### config.mk
export PLATFORM = sky130hd
export DESIGN_NAME = cam_capture_top
export DESIGN_NICKNAME = d
export VERILOG_FILES = /design/src/rtl/cam_cap_pkg.sv /design/src/rtl/cam_edge_sampler.sv /design/src/rtl/cam_pin_framer.sv /design/src/rtl/cam_code_framer.sv /design/src/rtl/cam_capture_top.sv
export SDC_FILE = /design/constraint.sdc
export NUM_CORES = 1
export LEC_CHECK = 0
export BUFFER_PORTS_ARGS = -buffer_cell sky130_fd_sc_hd__buf_4
export CELL_PAD_IN_SITES_DETAIL_PLACEMENT = 2
export CELL_PAD_IN_SITES_GLOBAL_PLACEMENT = 2
export CORE_MARGIN = 5
export CORE_UTILIZATION = 25
export DETAILED_ROUTE_END_ITERATION = 16
export GPL_TIMING_DRIVEN = 0
export PLACE_DENSITY = 0.49
export SYNTH_ARGS = -nofsm -noshare
export SYNTH_HDL_FRONTEND = slang
export SYNTH_HIERARCHICAL = 1
export SYNTH_SLANG_ARGS = --single-unit
### constraint.sdc
create_clock -name clk -period 3.25 [get_ports clk]
set_input_delay 0.65 -clock clk [delete_from_list [all_inputs] [get_ports clk]]
set_output_delay 0.65 -clock clk [all_outputs]
set_load 0.05 [all_outputs]
### src/rtl/cam_cap_pkg.sv
package cam_cap_pkg;
  // largest legal width code (16-bit bus)
  localparam int unsigned MAX_WCODE = 4;
  // embedded code: one lead byte, zero bytes, one status byte
  localparam logic [7:0]  CODE_LEAD = 8'hFF;
  localparam logic [7:0]  CODE_ZERO = 8'h00;
  localparam int unsigned CODE_LEN  = 4;
  localparam int unsigned FRAME_BIT = 5;
  localparam int unsigned END_BIT   = 4;

  typedef enum logic [1:0] {
    EV_LINE_START  = 2'b00,
    EV_LINE_END    = 2'b01,
    EV_FRAME_START = 2'b10,
    EV_FRAME_END   = 2'b11
  } code_event_e;
endpackage

### src/rtl/cam_edge_sampler.sv
module cam_edge_sampler #(
  parameter int DW = 16
) (
  input  logic          clk,
  input  logic          rst_n,
  input  logic          edge_rise,
  input  logic          hs_pin,
  input  logic          vs_pin,
  input  logic [DW-1:0] d_pin,
  output logic          hs_s,
  output logic          vs_s,
  output logic [DW-1:0] d_s
);
  localparam int BW = DW + 2;

  logic [BW-1:0] bus_in, rise_q, fall_q, fall_r, pick;

  assign bus_in = {hs_pin, vs_pin, d_pin};

  // rising-edge capture, one register to the posedge domain
  always_ff @(posedge clk or negedge rst_n) begin
    if (!rst_n) rise_q <= '0;
    else        rise_q <= bus_in;
  end

  // falling-edge capture, then retimed to the following posedge
  always_ff @(negedge clk or negedge rst_n) begin
    if (!rst_n) fall_q <= '0;
    else        fall_q <= bus_in;
  end

  always_ff @(posedge clk or negedge rst_n) begin
    if (!rst_n) fall_r <= '0;
    else        fall_r <= fall_q;
  end

  // both paths deliver a capture after the same posedge
  assign pick = edge_rise ? rise_q : fall_r;
  assign {hs_s, vs_s, d_s} = pick;
endmodule

### src/rtl/cam_pin_framer.sv
module cam_pin_framer (
  input  logic clk,
  input  logic rst_n,
  input  logic run,
  input  logic hs_s,
  input  logic vs_s,
  input  logic hs_blank_lvl,
  input  logic vs_blank_lvl,
  output logic word_v,
  output logic sof,
  output logic sol
);
  logic armed, pend_f, pend_l;
  logic v_blank, h_blank;

  assign v_blank = (vs_s == vs_blank_lvl);
  assign h_blank = (hs_s == hs_blank_lvl);

  assign word_v = run && armed && !v_blank && !h_blank;
  assign sof    = word_v && pend_f;
  assign sol    = word_v && pend_l;

  always_ff @(posedge clk or negedge rst_n) begin
    if (!rst_n) begin
      armed  <= 1'b0;
      pend_f <= 1'b0;
      pend_l <= 1'b0;
    end else if (!run) begin
      armed  <= 1'b0;
      pend_f <= 1'b0;
      pend_l <= 1'b0;
    end else begin
      // a vertical blank seen after enable marks a frame boundary
      armed <= armed | v_blank;
      if (v_blank)     pend_f <= 1'b1;
      else if (word_v) pend_f <= 1'b0;
      if (v_blank || h_blank) pend_l <= 1'b1;
      else if (word_v)        pend_l <= 1'b0;
    end
  end
endmodule

### src/rtl/cam_code_framer.sv
module cam_code_framer
  import cam_cap_pkg::*;
(
  input  logic       clk,
  input  logic       rst_n,
  input  logic       run,
  input  logic [7:0] byte_in,
  output logic       word_v,
  output logic       sof,
  output logic       sol,
  output logic [7:0] byte_out
);
  localparam int LOOK = CODE_LEN - 1;
  localparam int SKW  = $clog2(LOOK + 1);

  // pipe[0] newest byte, pipe[LOOK] the byte being decided
  logic [7:0]     pipe [LOOK+1];
  logic [SKW-1:0] skip;
  logic           armed, in_line, pend_f, pend_l;
  logic           zeros_ok, is_code;
  code_event_e    ev;

  always_comb begin
    zeros_ok = 1'b1;
    for (int k = 1; k < LOOK; k++)
      if (pipe[k] != CODE_ZERO) zeros_ok = 1'b0;
  end

  assign is_code  = (skip == '0) && (pipe[LOOK] == CODE_LEAD) && zeros_ok;
  assign ev       = code_event_e'({pipe[0][FRAME_BIT], pipe[0][END_BIT]});
  assign word_v   = run && (skip == '0) && !is_code && in_line;
  assign sof      = word_v && pend_f;
  assign sol      = word_v && pend_l;
  assign byte_out = pipe[LOOK];

  always_ff @(posedge clk or negedge rst_n) begin
    if (!rst_n) begin
      for (int k = 0; k <= LOOK; k++) pipe[k] <= '0;
    end else if (!run) begin
      for (int k = 0; k <= LOOK; k++) pipe[k] <= '0;
    end else begin
      pipe[0] <= byte_in;
      for (int k = 1; k <= LOOK; k++) pipe[k] <= pipe[k-1];
    end
  end

  always_ff @(posedge clk or negedge rst_n) begin
    if (!rst_n) begin
      skip <= '0; armed <= 1'b0; in_line <= 1'b0;
      pend_f <= 1'b0; pend_l <= 1'b0;
    end else if (!run) begin
      skip <= '0; armed <= 1'b0; in_line <= 1'b0;
      pend_f <= 1'b0; pend_l <= 1'b0;
    end else if (is_code) begin
      skip <= SKW'(LOOK);
      unique case (ev)
        EV_FRAME_START: begin
          armed <= 1'b1; in_line <= 1'b1;
          pend_f <= 1'b1; pend_l <= 1'b1;
        end
        EV_LINE_START: begin
          if (armed) begin
            in_line <= 1'b1;
            pend_l  <= 1'b1;
          end
        end
        EV_LINE_END, EV_FRAME_END: in_line <= 1'b0;
        default: ;
      endcase
    end else begin
      if (skip != '0) skip <= skip - 1'b1;
      if (word_v) begin
        pend_f <= 1'b0;
        pend_l <= 1'b0;
      end
    end
  end
endmodule

### src/rtl/cam_capture_top.sv
module cam_capture_top
  import cam_cap_pkg::*;
#(
  parameter int DW = 16
) (
  input  logic          clk,
  input  logic          rst_n,
  input  logic          cfg_enable,
  input  logic          cfg_edge_rise,
  input  logic          cfg_hs_blank_lvl,
  input  logic          cfg_vs_blank_lvl,
  input  logic          cfg_embedded,
  input  logic [2:0]    cfg_width,
  input  logic          pin_hsync,
  input  logic          pin_vsync,
  input  logic [DW-1:0] pin_data,
  output logic          out_valid,
  output logic          out_sof,
  output logic          out_sol,
  output logic [DW-1:0] out_data
);
  logic          hs_s, vs_s;
  logic [DW-1:0] d_s, keep;
  logic          en_q, width_ok, pin_run, code_run;
  logic          p_v, p_sof, p_sol;
  logic          c_v, c_sof, c_sol;
  logic [7:0]    c_byte;
  logic          sel_v, sel_sof, sel_sol;
  logic [DW-1:0] sel_data;

  cam_edge_sampler #(.DW(DW)) u_smp (
    .clk(clk), .rst_n(rst_n), .edge_rise(cfg_edge_rise),
    .hs_pin(pin_hsync), .vs_pin(pin_vsync), .d_pin(pin_data),
    .hs_s(hs_s), .vs_s(vs_s), .d_s(d_s)
  );

  // enable delayed to line up with the sampler output
  always_ff @(posedge clk or negedge rst_n) begin
    if (!rst_n) en_q <= 1'b0;
    else        en_q <= cfg_enable;
  end

  assign width_ok = (cfg_width <= 3'(MAX_WCODE));
  assign pin_run  = en_q && !cfg_embedded && width_ok;
  assign code_run = en_q && cfg_embedded && (cfg_width == 3'd0);

  always_comb begin
    for (int b = 0; b < DW; b++)
      keep[b] = (b < 8 + 2 * int'(cfg_width));
  end

  cam_pin_framer u_pin (
    .clk(clk), .rst_n(rst_n), .run(pin_run),
    .hs_s(hs_s), .vs_s(vs_s),
    .hs_blank_lvl(cfg_hs_blank_lvl), .vs_blank_lvl(cfg_vs_blank_lvl),
    .word_v(p_v), .sof(p_sof), .sol(p_sol)
  );

  cam_code_framer u_code (
    .clk(clk), .rst_n(rst_n), .run(code_run), .byte_in(d_s[7:0]),
    .word_v(c_v), .sof(c_sof), .sol(c_sol), .byte_out(c_byte)
  );

  always_comb begin
    if (cfg_embedded) begin
      sel_v    = c_v;
      sel_sof  = c_sof;
      sel_sol  = c_sol;
      sel_data = DW'(c_byte);
    end else begin
      sel_v    = p_v;
      sel_sof  = p_sof;
      sel_sol  = p_sol;
      sel_data = d_s & keep;
    end
  end

  always_ff @(posedge clk or negedge rst_n) begin
    if (!rst_n) begin
      out_valid <= 1'b0; out_sof <= 1'b0; out_sol <= 1'b0; out_data <= '0;
    end else if (cfg_enable && sel_v) begin
      out_valid <= 1'b1; out_sof <= sel_sof; out_sol <= sel_sol; out_data <= sel_data;
    end else begin
      out_valid <= 1'b0; out_sof <= 1'b0; out_sol <= 1'b0; out_data <= '0;
    end
  end
endmodule

After elaboration in Yosys (flattened, before gate mapping). Cells that the tools add are included.

Input port bits: 28. Output and inout port bits: 19. Register bits: 115. Logic and storage cells: 124.

$add $sub $neg: 2. Magnitude comparators: 17. Equality and inequality tests: 16. Reduce and logical (&&, ||, !) cells: 33. Mux-type cells: 34. Bitwise logic cells: 2.

Operators by type and width (count): 5-bit by 32-bit < comparator with 1-bit output, first input constant (7); 4-bit by 32-bit < comparator with 1-bit output, first input constant (4); 3-bit by 32-bit < comparator with 1-bit output, first input constant (2); 1-bit by 32-bit < comparator with 1-bit output, first input constant (1); 2-bit by 32-bit < comparator with 1-bit output, first input constant (1); 16-bit two-way mux (2); 32-bit two-way mux (1); 1-bit two-way mux (25); 18-bit two-way mux (1); 3-bit != test, second input constant (6); 1-bit logical AND (17); 16-bit AND (1); 8-bit nonzero test (2); 8-bit equality test, second input constant (1); 4-bit != test, second input constant (2); 2-bit two-way mux (3); 2-bit AND reduction (3); 4-bit by 4-bit adder with 5-bit output, first input constant (1); 4-bit by 5-bit < comparator with 1-bit output, first input constant (1); 2-bit equality test, second input constant (2); 1-bit zero test (4); 2-bit zero test (2); 2-bit != test, second input constant (2); 3-bit less-or-equal comparator, second input constant (1); other kinds (11) (12).

Depth between registers and ports, before layout.
Word-level depth: 10. Mapped depth: 10. Depth with buffers taken out: 8.

Modules after synthesis. The synthesis kept the hierarchy.

By module, submodules not included: cam_edge_sampler (cells an instance 74, sequential area each 1351.3 um^2, times used 1, area an instance 1622.8 um^2); cam_code_framer (cells an instance 122, sequential area each 950.9 um^2, times used 1, area an instance 1490.2 um^2); cam_capture_top (cells an instance 52, sequential area each 500.5 um^2, times used 1, area an instance 769.5 um^2); cam_pin_framer (cells an instance 15, sequential area each 75.1 um^2, times used 1, area an instance 163.9 um^2).

==> summary.md <==
The run finished with clean final reports. For this run the aggregate overflow at the end of global routing stands at 0. The logs give 2240 for the via total after detailed routing and 0.00273 W for the cell-internal power.

The run gives 0.649 as the normalized max-slew margin. The logs give 0 for the count of maximum capacitance violations and 6 for the detailed-router iteration count before antenna repair. Setup violations remaining at the end of the flow were counted as 0. In the routed design, unresolved DRC markers number 0.

After routing, the total negative slack on setup checks comes to 0 ns. STA classifies the critical path startpoint as a register. The worst setup path is captured at a register. The initial antenna violation count was 0; the share of the cycle needed by the critical path after routing was 0.814. In this run the power spent charging and discharging nets is 0.000702 W. CTS placed an instance of sky130_fd_sc_hd__clkbuf_16 at the clock tree root. Yosys printed 6 warnings. The DRC violation total after the first TritonRoute iteration came out at 127. The critical path is of the register to register type.

Counting flops with a built-in enable in the synthesized netlist gives 0. The total global-route track usage was 0.106; the post-synthesis area per instance was 15.4 um^2. The library cells used most frequently in the layout, excluding fill and tap cells, are 97 x sky130_fd_sc_hd__dfrtp_1, 52 x sky130_fd_sc_hd__buf_4, 32 x sky130_fd_sc_hd__and2_1.

The logs give 0 for the post-CTS setup buffer count and 0.705 for the final estimated routing congestion in global placement. The starting density of the core is 0.255, and the upper clock frequency limit is 378 MHz. The tools report the final non-filler cell area as 0.00528 mm^2. The clock-pin slew on the worst setup and hold paths is 0.05 ns.

The post-route antenna net violation count is 0, and the final-report max-slew violation count is 0. In this run the worst path has a maximum fanout of 10. The tools report the worst path required time as 3.54 ns.

The post-synth net total is 292, and the number of cells upsized or downsized after cts is 0. For this run, the slowest stage of the critical path takes 0.55 ns. Buffers placed on the I/O ports in this run total 45.

The critical path buffer and inverter count works out to 2. The sequential share of the synthesized area is 0.711. The library cell used most frequently in the layout, excluding fill and tap cells, is sky130_fd_sc_hd__dfrtp_1.

TritonCTS built the clock tree. In this design, the largest share of critical-path delay is due to simple AND/OR/NAND/NOR gates. The repair_antennas step left the layout with diodes totalling 0. For the total number of nets in the final design, the log shows 357.

Clock latency on the worst-skew pair, taken at its later pin, is 0.41 ns. At the pin with the least slew margin, the transition time is 0.527 ns. CTS saw 115 sinks. For the largest net degree at the start of global routing, the log shows 62.

The boundary pin count is 47. The number of global-route vias before repair came out at 2739. The share of final-layout standard cells stronger than drive strength 1 was 0.402.

The most instantiated flip-flop cell in the synthesis netlist is sky130_fd_sc_hd__dfrtp_1. In the final routed layout, each cell accounts on average for 15.8 um. Total length of routed wires: 8820 um.

Data arrives at the worst endpoint at 2.94 ns. IR analysis of the VDD net gives a maximum drop of 0.319 mV. The logs give 0 for the hold violation count in the final report and 14600 um for the first-pass GRT wire length.

Detailed placement finished with a half-perimeter wire length of 6030 um. The overall die height was 137 um; the post-detailed-route via-to-cell ratio was 4.02. Counting I/O delays and the setup requirement, the final critical path takes 2.65 ns. The die covers 0.0188 mm^2. The clock buffer count from CTS is 17.

Summed over all cells, the static leakage comes to 2.51 nW. The floorplan step set the die width to 137 um. The floorplan step defined a core boundary enclosing 0.0159 mm^2. Row generation in the floorplan step produced 46 rows. The tools report the clock power share as 0.532. The min-delay analysis places its worst path in the category primary input to asynchronous set/reset pin. Layout overhead on the synthesized area: 30.4%. Counting flops and latches in the post-synthesis netlist gives 115. The highest-delay cell along the critical path is sky130_fd_sc_hd__or4_1.

The H-tree was split into 4 levels. The logs give 0 for the number of buffers inserted by hold repair at cts and 0.0236 ns for the largest clock skew in the final design. The number of different library cells used by synthesis comes to 43. The logs give 0.036 for the portion of total power attributed to combinational logic and 0.00469 mm^2 for the post-placement cell area.

The netlist area before placement was 0.00405 mm^2. In this run the power density over the cells is 651 mW/mm^2. The run gives 0.432 as the fraction of power consumed by sequential logic. Counting every instance in the synthesized netlist gives 263. Walking the worst path, the cells encountered are or4_1 > or4_4 > buf_6 > o21bai_2 > nor2_1 > and3_2 > buf_2 > a22o_2. Setup repair after global routing left no endpoint under its margin. No sink is reached through more buffers than the 2 on the longest clock path.

The switching portion of total power is 0.205. The async set-reset flop share out of synthesis was 1.00.
area by class of cell:
cell class / instances / area, um^2
plain buffers: 18 / 149
clock buffers: 22 / 484
clock inverters: 10 / 105
fillers: 1685 / 10600
inverters: 7 / 26.3
multi-input cells: 123 / 993
flip-flops and latches: 115 / 2880
well taps: 216 / 270
repair buffers: 46 / 369
logic make-up (layout without fill, tap and decap cells):
| kind of cell | count (synthesis) | count (layout) | share of synthesized area |
|---|---|---|---|
| AND/OR/NAND/NOR | 74 | 74 | 0.120 |
| AO/OA/AOI/OAI | 26 | 26 | 0.0541 |
| adder cells (fa/ha/maj) | 1 | 1 | 0.00309 |
| XOR/XNOR | 3 | 3 | 0.00649 |
| flip-flops | 115 | 115 | 0.711 |
| multiplexers | 19 | 19 | 0.0618 |
| buffers and inverters | 25 | 103 | 0.0433 |
flip-flops by register name, summed over array words and instances (netlist names), 2 cells and up:
name             count
out_data            16
u_code/byte_out      8
u_code/ev            2
u_code/pipe         22
u_code/skip          2
u_smp/fall_q        18
u_smp/fall_r        18
u_smp/rise_q        18
path summary, 6_finish.rpt:
| path | slack (ns) | cells after the start | to | startpoint |
|---|---|---|---|---|
| worst max-delay path | 0.60 | 8 | out_data[0] | u_code/pipe[16] |
| worst min-delay path | 0.20 | 1 | u_smp/fall_r[10] | rst_n |
| worst max register to register | 0.60 | 8 | out_data[0] | u_code/pipe[16] |
| worst min register to register | 0.45 | 1 | u_code/pipe[17] | u_code/pipe[25] |
| max in group asynchronous | 0.82 | 2 | u_smp/fall_q[7] | rst_n |
| min in group clk | 0.35 | 1 | u_smp/rise_q[17] | pin_hsync |
power groups by stage:
stage	Sequential [W]	Clock (W)	Combinational (W)
4_1_cts	0.00148	0.00189	0.000129
6_report	0.00148	0.00183	0.000123
3_3_place_gp	0.00151	0	0.000121
5_1_grt	0.00149	0.00196	0.000139
3_5_place_dp	0.00151	0	0.000129
2_1_floorplan	0.00151	0	0.0000487
worst reg2reg max path, delay by kind of cell (launching register included):
kind	cells	cell delay, ns
AND/OR/NAND/NOR	4	1.35
flip-flops	1	0.37
AO/OA/AOI/OAI	2	0.44
buffers and inverters	2	0.36
Yosys cell counts, drive strengths merged (2+ instances only):
| library cell | n | share of area |
|---|---|---|
| clkbuf | 4 | 0.0037 |
| o21ai | 2 | 0.0025 |
| o21a | 7 | 0.013 |
| and3b | 4 | 0.0096 |
| nor3 | 5 | 0.0087 |
| or4 | 2 | 0.0046 |
| dfrtp | 97 | 0.60 |
| a21oi | 2 | 0.0025 |
| nor4b | 2 | 0.0059 |
| xnor2 | 3 | 0.0065 |
| dfrtn | 18 | 0.11 |
| a22o | 10 | 0.024 |
| nor4 | 2 | 0.0031 |
| nand4b | 2 | 0.0043 |
| nand2 | 6 | 0.0056 |
| mux2 | 18 | 0.059 |
| and3 | 7 | 0.013 |
| nor2 | 5 | 0.0046 |
| inv | 7 | 0.0065 |
| o31a | 2 | 0.0046 |
| nor2b | 2 | 0.0031 |
| buf | 14 | 0.033 |
| and2 | 34 | 0.053 |
per-stage QoR:
step	instances	hold WS, ns	utilization	setup slack, ns	power (W)
floorplan	263	0.354	-	0.831	0.00155
global placement	524	0.439	0.293	-0.305	0.00163
detailed placement	525	0.445	0.295	0.343	0.00164
CTS	557	0.197	0.332	0.565	0.00350
global route	557	0.223	0.332	0.485	0.00358
finish	557	0.197	0.332	0.605	0.00343
metal layers:
layer,vias up,track usage,share of wire
met2,35,0.171,0.51
met1,1186,0.126,0.43
met3,14,0.0343,0.035
met5,-,0,0
met4,0,0.0549,0.024
li1,1005,-,-
(Power assumes the default switching activity.)
